### src/rtl/sgmii_bringup_pkg.sv
package sgmii_bringup_pkg;

    localparam int SR_W          = 9;
    localparam int DYN_W         = 15;
    localparam int CODE_W        = 7;
    localparam int THR_W         = 3;
    localparam int SR_NV_BIT     = 0;
    localparam int SR_PERIPH_BIT = 8;
    localparam int DYN_CAL_BIT   = 10;
    localparam int DYN_LANE0_BIT = 13;
    localparam int DYN_LANE1_BIT = 14;
    localparam logic [6:0] DYN_HOLD = 7'h7F;

    typedef enum logic [4:0] {
        ST_START,
        ST_OFF_SR_A, ST_OFF_SR_B, ST_OFF_CFG, ST_OFF_DLL,
        ST_INIT_SR_A, ST_INIT_SR_B, ST_INIT_CFG,
        ST_WAIT_IOEN, ST_RAMP,
        ST_IO_DLL, ST_IO_PVT_A, ST_IO_PVT_B, ST_IO_CAL,
        ST_WAIT_CAL, ST_CAL_LOCK, ST_PLL_SET, ST_WAIT_PLL, ST_WAIT_DLL,
        ST_MAC_ON, ST_CLASSIFY, ST_LANE_A, ST_LANE_B,
        ST_SETTLE, ST_CHECK, ST_UP
    } seq_state_t;

    typedef enum logic [1:0] {
        VAR_NONE = 2'd0,
        VAR_SLOW = 2'd1,
        VAR_TYP  = 2'd2,
        VAR_NEW  = 2'd3
    } variant_t;

    typedef struct packed {
        logic [THR_W-1:0] late;
        logic [THR_W-1:0] early;
    } thr_pair_t;

    typedef struct packed {
        logic             sr_wr;
        logic             cfg_load;
        logic             dll_rst;
        logic             lane_pair;
        logic             dyn_wr;
        logic             cal_rst;
        logic             pll_cfg;
        logic             thr_cls;
        logic             thr_alt;
        logic             mac_on;
        logic             lock_set;
        logic [SR_W-1:0]  sr_word;
        logic [DYN_W-1:0] dyn_word;
    } seq_act_t;

    function automatic logic [SR_W-1:0] mk_sr(input logic periph);
        logic [SR_W-1:0] w;
        w                = '0;
        w[SR_NV_BIT]     = 1'b1;
        w[SR_PERIPH_BIT] = periph;
        return w;
    endfunction

    function automatic logic [DYN_W-1:0] mk_dyn(input logic cal, input logic lanes);
        logic [DYN_W-1:0] w;
        w                = '0;
        w[6:0]           = DYN_HOLD;
        w[DYN_CAL_BIT]   = cal;
        w[DYN_LANE0_BIT] = lanes;
        w[DYN_LANE1_BIT] = lanes;
        return w;
    endfunction

    function automatic variant_t classify(input logic rev, input logic [CODE_W-1:0] code,
                                          input logic [CODE_W-1:0] min_typ);
        if (rev)                return VAR_NEW;
        else if (code < min_typ) return VAR_SLOW;
        else                     return VAR_TYP;
    endfunction

endpackage

### src/rtl/sgmii_step_timer.sv
module sgmii_step_timer #(
    parameter int CNT_W = 12
) (
    input  logic             clk,
    input  logic             rst,
    input  logic             run_i,
    input  logic             tick_i,
    input  logic [CNT_W-1:0] limit_i,
    output logic             expire_o
);

    logic [CNT_W-1:0] cnt_q;

    assign expire_o = run_i && tick_i && ((cnt_q + CNT_W'(1)) == limit_i);

    always_ff @(posedge clk) begin
        if (rst || !run_i) begin
            cnt_q <= '0;
        end else if (tick_i) begin
            cnt_q <= expire_o ? '0 : cnt_q + CNT_W'(1);
        end
    end

endmodule

### src/rtl/sgmii_variant_sel.sv
module sgmii_variant_sel
    import sgmii_bringup_pkg::*;
#(
    parameter int               N_CH         = 2,
    parameter int               PCODE_W      = 8,
    parameter logic [PCODE_W-1:0] PCODE_THR  = 8'd40,
    parameter logic [CODE_W-1:0] MIN_TYP_CODE = 7'd13,
    parameter logic [THR_W-1:0] SLOW_LATE    = 3'd2,
    parameter logic [THR_W-1:0] SLOW_EARLY   = 3'd5,
    parameter logic [THR_W-1:0] TYP_LATE     = 3'd4,
    parameter logic [THR_W-1:0] TYP_EARLY    = 3'd3,
    parameter logic [THR_W-1:0] NEWPRE_LATE  = 3'd6,
    parameter logic [THR_W-1:0] NEWPRE_EARLY = 3'd1,
    parameter logic [THR_W-1:0] NEWALT_LATE  = 3'd7,
    parameter logic [THR_W-1:0] NEWALT_EARLY = 3'd2
) (
    input  logic                    clk,
    input  logic                    rst,
    input  logic                    cls_load_i,
    input  logic                    alt_load_i,
    input  logic                    rev_new_i,
    input  logic [CODE_W-1:0]       dll_code_i,
    input  logic [PCODE_W-1:0]      pcode_i,
    output variant_t                variant_o,
    output logic                    is_new_o,
    output logic                    pcode_ok_o,
    output logic [THR_W*N_CH-1:0]   thr_late_o,
    output logic [THR_W*N_CH-1:0]   thr_early_o
);

    variant_t  variant_q;
    variant_t  cls_now;
    thr_pair_t pair_q;
    thr_pair_t pair_pick;

    assign cls_now    = classify(rev_new_i, dll_code_i, MIN_TYP_CODE);
    assign pcode_ok_o = pcode_i > PCODE_THR;
    assign is_new_o   = (variant_q == VAR_NEW);
    assign variant_o  = variant_q;

    always_comb begin
        case (cls_now)
            VAR_SLOW: pair_pick = '{late: SLOW_LATE,   early: SLOW_EARLY};
            VAR_TYP:  pair_pick = '{late: TYP_LATE,    early: TYP_EARLY};
            VAR_NEW:  pair_pick = '{late: NEWPRE_LATE, early: NEWPRE_EARLY};
            default:  pair_pick = '0;
        endcase
    end

    always_ff @(posedge clk) begin
        if (rst) begin
            variant_q <= VAR_NONE;
            pair_q    <= '0;
        end else if (cls_load_i) begin
            variant_q <= cls_now;
            pair_q    <= pair_pick;
        end else if (alt_load_i) begin
            pair_q    <= '{late: NEWALT_LATE, early: NEWALT_EARLY};
        end
    end

    for (genvar c = 0; c < N_CH; c++) begin : g_ch
        assign thr_late_o[THR_W*c +: THR_W]  = pair_q.late;
        assign thr_early_o[THR_W*c +: THR_W] = pair_q.early;
    end

endmodule

### src/rtl/sgmii_seq_fsm.sv
module sgmii_seq_fsm
    import sgmii_bringup_pkg::*;
#(
    parameter int CHEN_W       = 4,
    parameter int CNT_W        = 12,
    parameter int RAMP_TICKS   = 15,
    parameter int SETTLE_TICKS = 4095
) (
    input  logic              clk,
    input  logic              rst,
    input  logic              tick_i,
    input  logic [CHEN_W-1:0] chan_en_i,
    input  logic              io_en_i,
    input  logic              cal_done_i,
    input  logic              pll_lock_i,
    input  logic              dll_lock_i,
    input  logic              is_new_i,
    input  logic              pcode_ok_i,
    input  logic              tmr_expire_i,
    output logic              tmr_run_o,
    output logic [CNT_W-1:0]  tmr_limit_o,
    output logic              done_o,
    output seq_act_t          act_o
);

    seq_state_t st_q, st_nxt;
    logic       redo_q;

    assign tmr_run_o   = (st_q == ST_RAMP) || (st_q == ST_SETTLE);
    assign tmr_limit_o = (st_q == ST_SETTLE) ? CNT_W'(SETTLE_TICKS) : CNT_W'(RAMP_TICKS);
    assign done_o      = (st_q == ST_UP);

    always_comb begin
        st_nxt = st_q;
        act_o  = '0;
        if (tick_i) begin
            case (st_q)
                ST_START:     st_nxt = (|chan_en_i) ? ST_INIT_SR_A : ST_OFF_SR_A;
                ST_OFF_SR_A: begin
                    act_o.sr_wr   = 1'b1;
                    act_o.sr_word = mk_sr(1'b1);
                    st_nxt        = ST_OFF_SR_B;
                end
                ST_OFF_SR_B: begin
                    act_o.sr_wr   = 1'b1;
                    act_o.sr_word = mk_sr(1'b0);
                    st_nxt        = ST_OFF_CFG;
                end
                ST_OFF_CFG: begin
                    act_o.cfg_load = 1'b1;
                    st_nxt         = ST_OFF_DLL;
                end
                ST_OFF_DLL: begin
                    act_o.dll_rst = 1'b1;
                    st_nxt        = ST_UP;
                end
                ST_INIT_SR_A: begin
                    act_o.sr_wr   = 1'b1;
                    act_o.sr_word = mk_sr(1'b1);
                    st_nxt        = ST_INIT_SR_B;
                end
                ST_INIT_SR_B: begin
                    act_o.sr_wr   = 1'b1;
                    act_o.sr_word = mk_sr(1'b0);
                    st_nxt        = ST_INIT_CFG;
                end
                ST_INIT_CFG: begin
                    act_o.cfg_load = 1'b1;
                    st_nxt         = ST_WAIT_IOEN;
                end
                ST_WAIT_IOEN: if (io_en_i) st_nxt = ST_RAMP;
                ST_RAMP:      if (tmr_expire_i) st_nxt = ST_IO_DLL;
                ST_IO_DLL: begin
                    act_o.dll_rst   = 1'b1;
                    act_o.lane_pair = 1'b1;
                    st_nxt          = ST_IO_PVT_A;
                end
                ST_IO_PVT_A: begin
                    act_o.dyn_wr   = 1'b1;
                    act_o.dyn_word = mk_dyn(1'b1, 1'b0);
                    st_nxt         = ST_IO_PVT_B;
                end
                ST_IO_PVT_B: begin
                    act_o.dyn_wr   = 1'b1;
                    act_o.dyn_word = mk_dyn(1'b0, 1'b0);
                    st_nxt         = ST_IO_CAL;
                end
                ST_IO_CAL: begin
                    act_o.cal_rst = 1'b1;
                    st_nxt        = ST_WAIT_CAL;
                end
                ST_WAIT_CAL:  if (cal_done_i) st_nxt = ST_CAL_LOCK;
                ST_CAL_LOCK: begin
                    act_o.lock_set = 1'b1;
                    st_nxt         = ST_PLL_SET;
                end
                ST_PLL_SET: begin
                    act_o.pll_cfg = 1'b1;
                    st_nxt        = ST_WAIT_PLL;
                end
                ST_WAIT_PLL:  if (pll_lock_i) st_nxt = ST_WAIT_DLL;
                ST_WAIT_DLL:  if (dll_lock_i) st_nxt = ST_MAC_ON;
                ST_MAC_ON: begin
                    act_o.mac_on = 1'b1;
                    st_nxt       = ST_CLASSIFY;
                end
                ST_CLASSIFY: begin
                    act_o.thr_cls = 1'b1;
                    st_nxt        = ST_LANE_A;
                end
                ST_LANE_A: begin
                    act_o.dyn_wr   = 1'b1;
                    act_o.dyn_word = mk_dyn(1'b0, 1'b1);
                    st_nxt         = ST_LANE_B;
                end
                ST_LANE_B: begin
                    act_o.dyn_wr   = 1'b1;
                    act_o.dyn_word = mk_dyn(1'b0, 1'b0);
                    st_nxt         = (is_new_i && !redo_q) ? ST_SETTLE : ST_UP;
                end
                ST_SETTLE:    if (tmr_expire_i) st_nxt = ST_CHECK;
                ST_CHECK: begin
                    if (pcode_ok_i) begin
                        st_nxt = ST_UP;
                    end else begin
                        act_o.thr_alt = 1'b1;
                        st_nxt        = ST_LANE_A;
                    end
                end
                ST_UP:        st_nxt = ST_UP;
                default:      st_nxt = ST_START;
            endcase
        end
    end

    always_ff @(posedge clk) begin
        if (rst) begin
            st_q   <= ST_START;
            redo_q <= 1'b0;
        end else begin
            st_q <= st_nxt;
            if (act_o.thr_alt) redo_q <= 1'b1;
        end
    end

endmodule

### src/rtl/sgmii_bringup_seq.sv
module sgmii_bringup_seq
    import sgmii_bringup_pkg::*;
#(
    parameter int N_CH         = 2,
    parameter int N_PAIR       = 2,
    parameter int N_MAC        = 2,
    parameter int CHEN_W       = 4,
    parameter int PCODE_W      = 8,
    parameter int PCODE_THR    = 40,
    parameter int MIN_TYP_CODE = 13,
    parameter int RAMP_TICKS   = 15,
    parameter int SETTLE_TICKS = 4095
) (
    input  logic                    clk,
    input  logic                    rst,
    input  logic                    tick_i,
    input  logic [CHEN_W-1:0]       chan_en_i,
    input  logic                    io_en_i,
    input  logic                    cal_done_i,
    input  logic                    pll_lock_i,
    input  logic                    dll_lock_i,
    input  logic [6:0]              dll_code_i,
    input  logic                    rev_new_i,
    input  logic [PCODE_W-1:0]      ref_pcode_i,
    output logic                    sr_wr_o,
    output logic [8:0]              sr_word_o,
    output logic                    cfg_load_o,
    output logic                    dll_rst_o,
    output logic [N_PAIR-1:0]       lane_pair_rst_o,
    output logic                    dyn_wr_o,
    output logic [14:0]             dyn_word_o,
    output logic                    cal_rst_o,
    output logic                    cal_lock_o,
    output logic                    pll_cfg_o,
    output logic [2*N_MAC-1:0]      mac_mode_o,
    output logic                    thr_wr_o,
    output logic [3*N_CH-1:0]       thr_late_o,
    output logic [3*N_CH-1:0]       thr_early_o,
    output logic [1:0]              variant_o,
    output logic                    setup_done_o
);

    localparam int MAX_WAIT = (SETTLE_TICKS > RAMP_TICKS) ? SETTLE_TICKS : RAMP_TICKS;
    localparam int CNT_W    = $clog2(MAX_WAIT + 1);

    seq_act_t         act;
    logic             tmr_run, tmr_expire;
    logic [CNT_W-1:0] tmr_limit;
    logic             is_new, pcode_ok;
    variant_t         variant;
    logic             cal_lock_q, mac_q;

    sgmii_seq_fsm #(
        .CHEN_W       (CHEN_W),
        .CNT_W        (CNT_W),
        .RAMP_TICKS   (RAMP_TICKS),
        .SETTLE_TICKS (SETTLE_TICKS)
    ) u_fsm (
        .clk          (clk),
        .rst          (rst),
        .tick_i       (tick_i),
        .chan_en_i    (chan_en_i),
        .io_en_i      (io_en_i),
        .cal_done_i   (cal_done_i),
        .pll_lock_i   (pll_lock_i),
        .dll_lock_i   (dll_lock_i),
        .is_new_i     (is_new),
        .pcode_ok_i   (pcode_ok),
        .tmr_expire_i (tmr_expire),
        .tmr_run_o    (tmr_run),
        .tmr_limit_o  (tmr_limit),
        .done_o       (setup_done_o),
        .act_o        (act)
    );

    sgmii_step_timer #(
        .CNT_W (CNT_W)
    ) u_timer (
        .clk      (clk),
        .rst      (rst),
        .run_i    (tmr_run),
        .tick_i   (tick_i),
        .limit_i  (tmr_limit),
        .expire_o (tmr_expire)
    );

    sgmii_variant_sel #(
        .N_CH         (N_CH),
        .PCODE_W      (PCODE_W),
        .PCODE_THR    (PCODE_W'(PCODE_THR)),
        .MIN_TYP_CODE (CODE_W'(MIN_TYP_CODE))
    ) u_variant (
        .clk         (clk),
        .rst         (rst),
        .cls_load_i  (act.thr_cls),
        .alt_load_i  (act.thr_alt),
        .rev_new_i   (rev_new_i),
        .dll_code_i  (dll_code_i),
        .pcode_i     (ref_pcode_i),
        .variant_o   (variant),
        .is_new_o    (is_new),
        .pcode_ok_o  (pcode_ok),
        .thr_late_o  (thr_late_o),
        .thr_early_o (thr_early_o)
    );

    always_ff @(posedge clk) begin
        if (rst) begin
            cal_lock_q <= 1'b0;
            mac_q      <= 1'b0;
        end else begin
            if (act.lock_set) cal_lock_q <= 1'b1;
            if (act.mac_on)   mac_q      <= 1'b1;
        end
    end

    for (genvar m = 0; m < N_MAC; m++) begin : g_mac
        assign mac_mode_o[2*m +: 2] = {mac_q, mac_q};
    end

    assign sr_wr_o         = act.sr_wr;
    assign sr_word_o       = act.sr_word;
    assign cfg_load_o      = act.cfg_load;
    assign dll_rst_o       = act.dll_rst;
    assign lane_pair_rst_o = {N_PAIR{act.lane_pair}};
    assign dyn_wr_o        = act.dyn_wr;
    assign dyn_word_o      = act.dyn_word;
    assign cal_rst_o       = act.cal_rst;
    assign cal_lock_o      = cal_lock_q;
    assign pll_cfg_o       = act.pll_cfg;
    assign thr_wr_o        = act.thr_cls | act.thr_alt;
    assign variant_o       = variant;

endmodule

### config.mk
export PLATFORM = sky130hd
export DESIGN_NAME = sgmii_bringup_seq
export DESIGN_NICKNAME = d
export VERILOG_FILES = /design/src/rtl/sgmii_bringup_pkg.sv /design/src/rtl/sgmii_step_timer.sv /design/src/rtl/sgmii_variant_sel.sv /design/src/rtl/sgmii_seq_fsm.sv /design/src/rtl/sgmii_bringup_seq.sv
export SDC_FILE = /design/constraint.sdc
export NUM_CORES = 1
export LEC_CHECK = 0
export ABC_CLOCK_PERIOD_IN_PS = 2400
export BUFFER_PORTS_ARGS = -buffer_cell sky130_fd_sc_hd__clkbuf_2
export CAP_MARGIN = 25
export CORE_MARGIN = 2
export CORE_UTILIZATION = 46
export DETAILED_ROUTE_END_ITERATION = 8
export MAX_ROUTING_LAYER = met4
export PLACE_DENSITY = 0.77
export SYNTH_ARGS = -nofsm -noshare
export SYNTH_HDL_FRONTEND = slang
export SYNTH_SLANG_ARGS = --single-unit
### constraint.sdc
create_clock -name clk -period 2.4 [get_ports clk]
set_input_delay 0.12 -clock clk [delete_from_list [all_inputs] [get_ports clk]]
set_output_delay 0.12 -clock clk [all_outputs]
set_load 0.05 [all_outputs]
==> flow_metrics.env <==
export IMPL_tns_ns=0
export IMPL_max_vdd_ir_drop_mv=0.2413
export IMPL_total_grt_overflow=0
export IMPL_yosysSeqAreaShare=0.2422
export IMPL_dominantRegCellSynth="sky130_fd_sc_hd__dfxtp_1"
export IMPL_min_delay_path_class="in2reg"
export IMPL_final_common_cell="sky130_fd_sc_hd__clkbuf_2"
export IMPL_dr_drc_count=0
export IMPL_routedWlPerCell_um=12.62
export IMPL_pin_count_of_the_biggest_net_entering_global_routing=26
export IMPL_syn_inst=316
export IMPL_worst_endpoint_required_ns=2.60
export IMPL_clock_path_buffers=2
export IMPL_p_total_mw=1.202
export IMPL_clock_tree_root_cell="sky130_fd_sc_hd__clkbuf_8"
export IMPL_hold_viol_final=0
export IMPL_worst_setup_path_start_kind="register"
export IMPL_most_common_layout_cells="sky130_fd_sc_hd__clkbuf_2 (66), sky130_fd_sc_hd__nand2_1 (33), sky130_fd_sc_hd__nor2_1 (30)"
export IMPL_drt_pre_antenna_iters=4
export IMPL_placementRows=25
export IMPL_clock_latency_reported_for_the_late_side_of_the_worst_skew_pair_ns=0.27
export IMPL_antenna_violations_before_repair=0
export IMPL_yosys_warnings=0
export IMPL_place_detailed_hpwl_um=4137
export IMPL_finalMaxSlewViolations=0
export IMPL_final_nets=390
export IMPL_detail_route_vias_per_cell=5.328
export IMPL_ys_ff_latch=28
export IMPL_pin_count=80
export IMPL_layout_drive_gt1_share=0.2972
export IMPL_rsz0062_at_grt="true"
export IMPL_layout_area_seq_um2=564.3
export IMPL_core_um2=4786
export IMPL_initialDrtViolationCount=233
export IMPL_number_of_global_route_vias_before_repair=1861
export IMPL_clk_pin_slew_worst_paths_ns=0.09
export IMPL_clock_tree_from_tritoncts="done"
export IMPL_worst_slew_margin_relative_to_its_limit=0.5357
export IMPL_worst_endpoint_arrival_ns=2.52
export IMPL_timing_final_crit_period_ns=2.326
export IMPL_port_buffers=67
export IMPL_path_class="reg2reg"
export IMPL_timing_worst_slew_pin_value_ns=0.6965
export IMPL_post_route_period_util=0.9692
export IMPL_chipWidth_um=74.94
export IMPL_die_area_um2=5615
export IMPL_netlist_area_um2=2315
export IMPL_run_status="finished, final reports clean"
export IMPL_finalClockSkew_ns=0.002256
export IMPL_first_pass_grt_wire_length_um=8231
export IMPL_num_vias=2275
export IMPL_fmaxAchievable_mhz=429.9
export IMPL_multiInputGateArea_um2=1393
export IMPL_htree_levels=1
export IMPL_initial_core_utilization=0.4837
export IMPL_final_critical_path_setup_slack_ns=0.07398
export IMPL_synthToLayoutAreaGrowth_pct=13.51
export IMPL_worst_setup_path_end_kind="register"
export IMPL_synthArstFlopShare=0
export IMPL_antenna_cells_inserted=0
export IMPL_power_density_nw_per_um2=457.4
export IMPL_grt_use_total=0.1901
export IMPL_crit_fanout=12
export IMPL_postRouteWirelength_um=5390
export IMPL_synthesis_area_per_instance_um2=7.325
export IMPL_fill_cells=466
export IMPL_number_of_enable_type_register_cells_in_the_synthesized_netlist=0
export IMPL_gp_congestion=0.8717
export IMPL_setup_viol=0
export IMPL_cap_viol_max_count=0
export IMPL_total_leakage_power_nw=1.138
export IMPL_cts_buffers_inserted=3
export IMPL_synthDistinctLibCells=53
export IMPL_die_h_um=74.94
export IMPL_number_of_clock_sinks=28
export IMPL_placement_setup_worst_slack_ns=0.05376
export IMPL_worst_reg_to_reg_setup_slack_ns=0.07
export IMPL_antenna_violating_nets_post_route=0
sequential cells by signal (all words and copies together), names as in the netlist:
| name | count |
|---|---|
| u_timer.cnt_q | 12 |
| u_variant.variant_o | 2 |
| u_fsm.redo_q | 1 |
| u_fsm.st_q | 5 |
| u_variant.thr_late_o | 3 |
| u_variant.thr_early_o | 3 |
| mac_q | 1 |
| cal_lock_o | 1 |
critical path, stage by stage, from the launching register on:
cell                       delay, ns
sky130_fd_sc_hd__dfxtp_1        0.45
sky130_fd_sc_hd__nand3_2        0.24
sky130_fd_sc_hd__or3_4          0.39
sky130_fd_sc_hd__a211o_1        0.29
sky130_fd_sc_hd__and4b_1        0.29
sky130_fd_sc_hd__o21ai_4        0.13
sky130_fd_sc_hd__a21o_1         0.25
sky130_fd_sc_hd__a211oi_1       0.22
cell type report:
cell class	instances	share of cell area
clock buffers	3	0.01571
clock inverters	1	0.01143
inverters	8	0.01143
multi-input cells	233	0.5300
flip-flops and latches	28	0.2148
well taps	67	0.03190
repair buffers	87	0.1848
synthesized netlist by cell type (all sizes together) (4+ instances only):
cell type  count  area, µm²
a211oi         7      52.55
nor2b          8      50.05
nand2b         4      25.02
nand4          4      40.04
clkbuf        10      37.54
xor2           5      43.79
nand3b         5      37.54
o21a           4      30.03
nor2          30      112.6
or3            5      31.28
nand2         33      123.9
nand3          9      50.05
nor3          23      115.1
o21ai         15      78.83
nor4           6      37.54
inv            8      30.03
buf           48      377.9
nor3b          4      30.03
dfxtp         28      560.5
a21oi         16      80.08
path summary, 6_finish.rpt:
kind,depth (start not counted),to,from
hold / removal,3,u_variant.thr_late_o[2],rev_new_i
setup / recovery,7,u_fsm.st_q[2],u_timer.cnt_q[6]
setup reg to reg,7,u_fsm.st_q[2],u_timer.cnt_q[6]
hold reg to reg,2,u_fsm.redo_q,u_fsm.redo_q
logic make-up (layout without fill, tap and decap cells):
logic type               count (synthesis)  after routing  share of synthesized area
AO/OA/AOI/OAI                           67             67                     0.1946
XOR/XNOR                                 7              7                    0.02649
adder cells (fa/ha/maj)                  2              2                    0.01081
buffers and inverters                   66             99                     0.1924
flip-flops                              28             28                     0.2422
multiplexers                             1              1                   0.004324
other                                    1             12                   0.001620
AND/OR/NAND/NOR                        144            144                     0.3276
stage by stage:
| stage | std cells | utilization | hold slack, ns | instance area (µm²) |
|---|---|---|---|---|
| after CTS | 427 | 0.5393 | 0.2069 | 2581 |
| after global placement | 423 | 0.5244 | 0.4412 | 2510 |
| final | 427 | 0.5490 | 0.2044 | 2628 |
| after detailed placement | 423 | 0.5244 | 0.4611 | 2510 |
| after floorplan | 327 | - | 0.1921 | 2356 |
| after global routing | 427 | 0.5490 | 0.2245 | 2628 |
metal layers:
| layer | vias up | GRT usage | part of all wire |
|---|---|---|---|
| met5 | - | - | 0 |
| met2 | 82 | 0.3051 | 0.47 |
| met4 | 0 | 0.03571 | 0.0046 |
| met1 | 1027 | 0.2561 | 0.47 |
| met3 | 4 | 0.02811 | 0.056 |
| li1 | 1162 | - | - |
where the power goes:
part	switching, mW	internal (mW)
logic	0.228	0.108
clock network	0.148	0.223
registers	0.0198	0.475
total	0.396	0.806
timing repair:
item | CTS | global route
hold buffers | 0 | 0
resized for setup | 0 | 11
endpoints found under the setup margin | 0 | 17
setup buffers | 0 | 0
(Power assumes the default switching activity.)
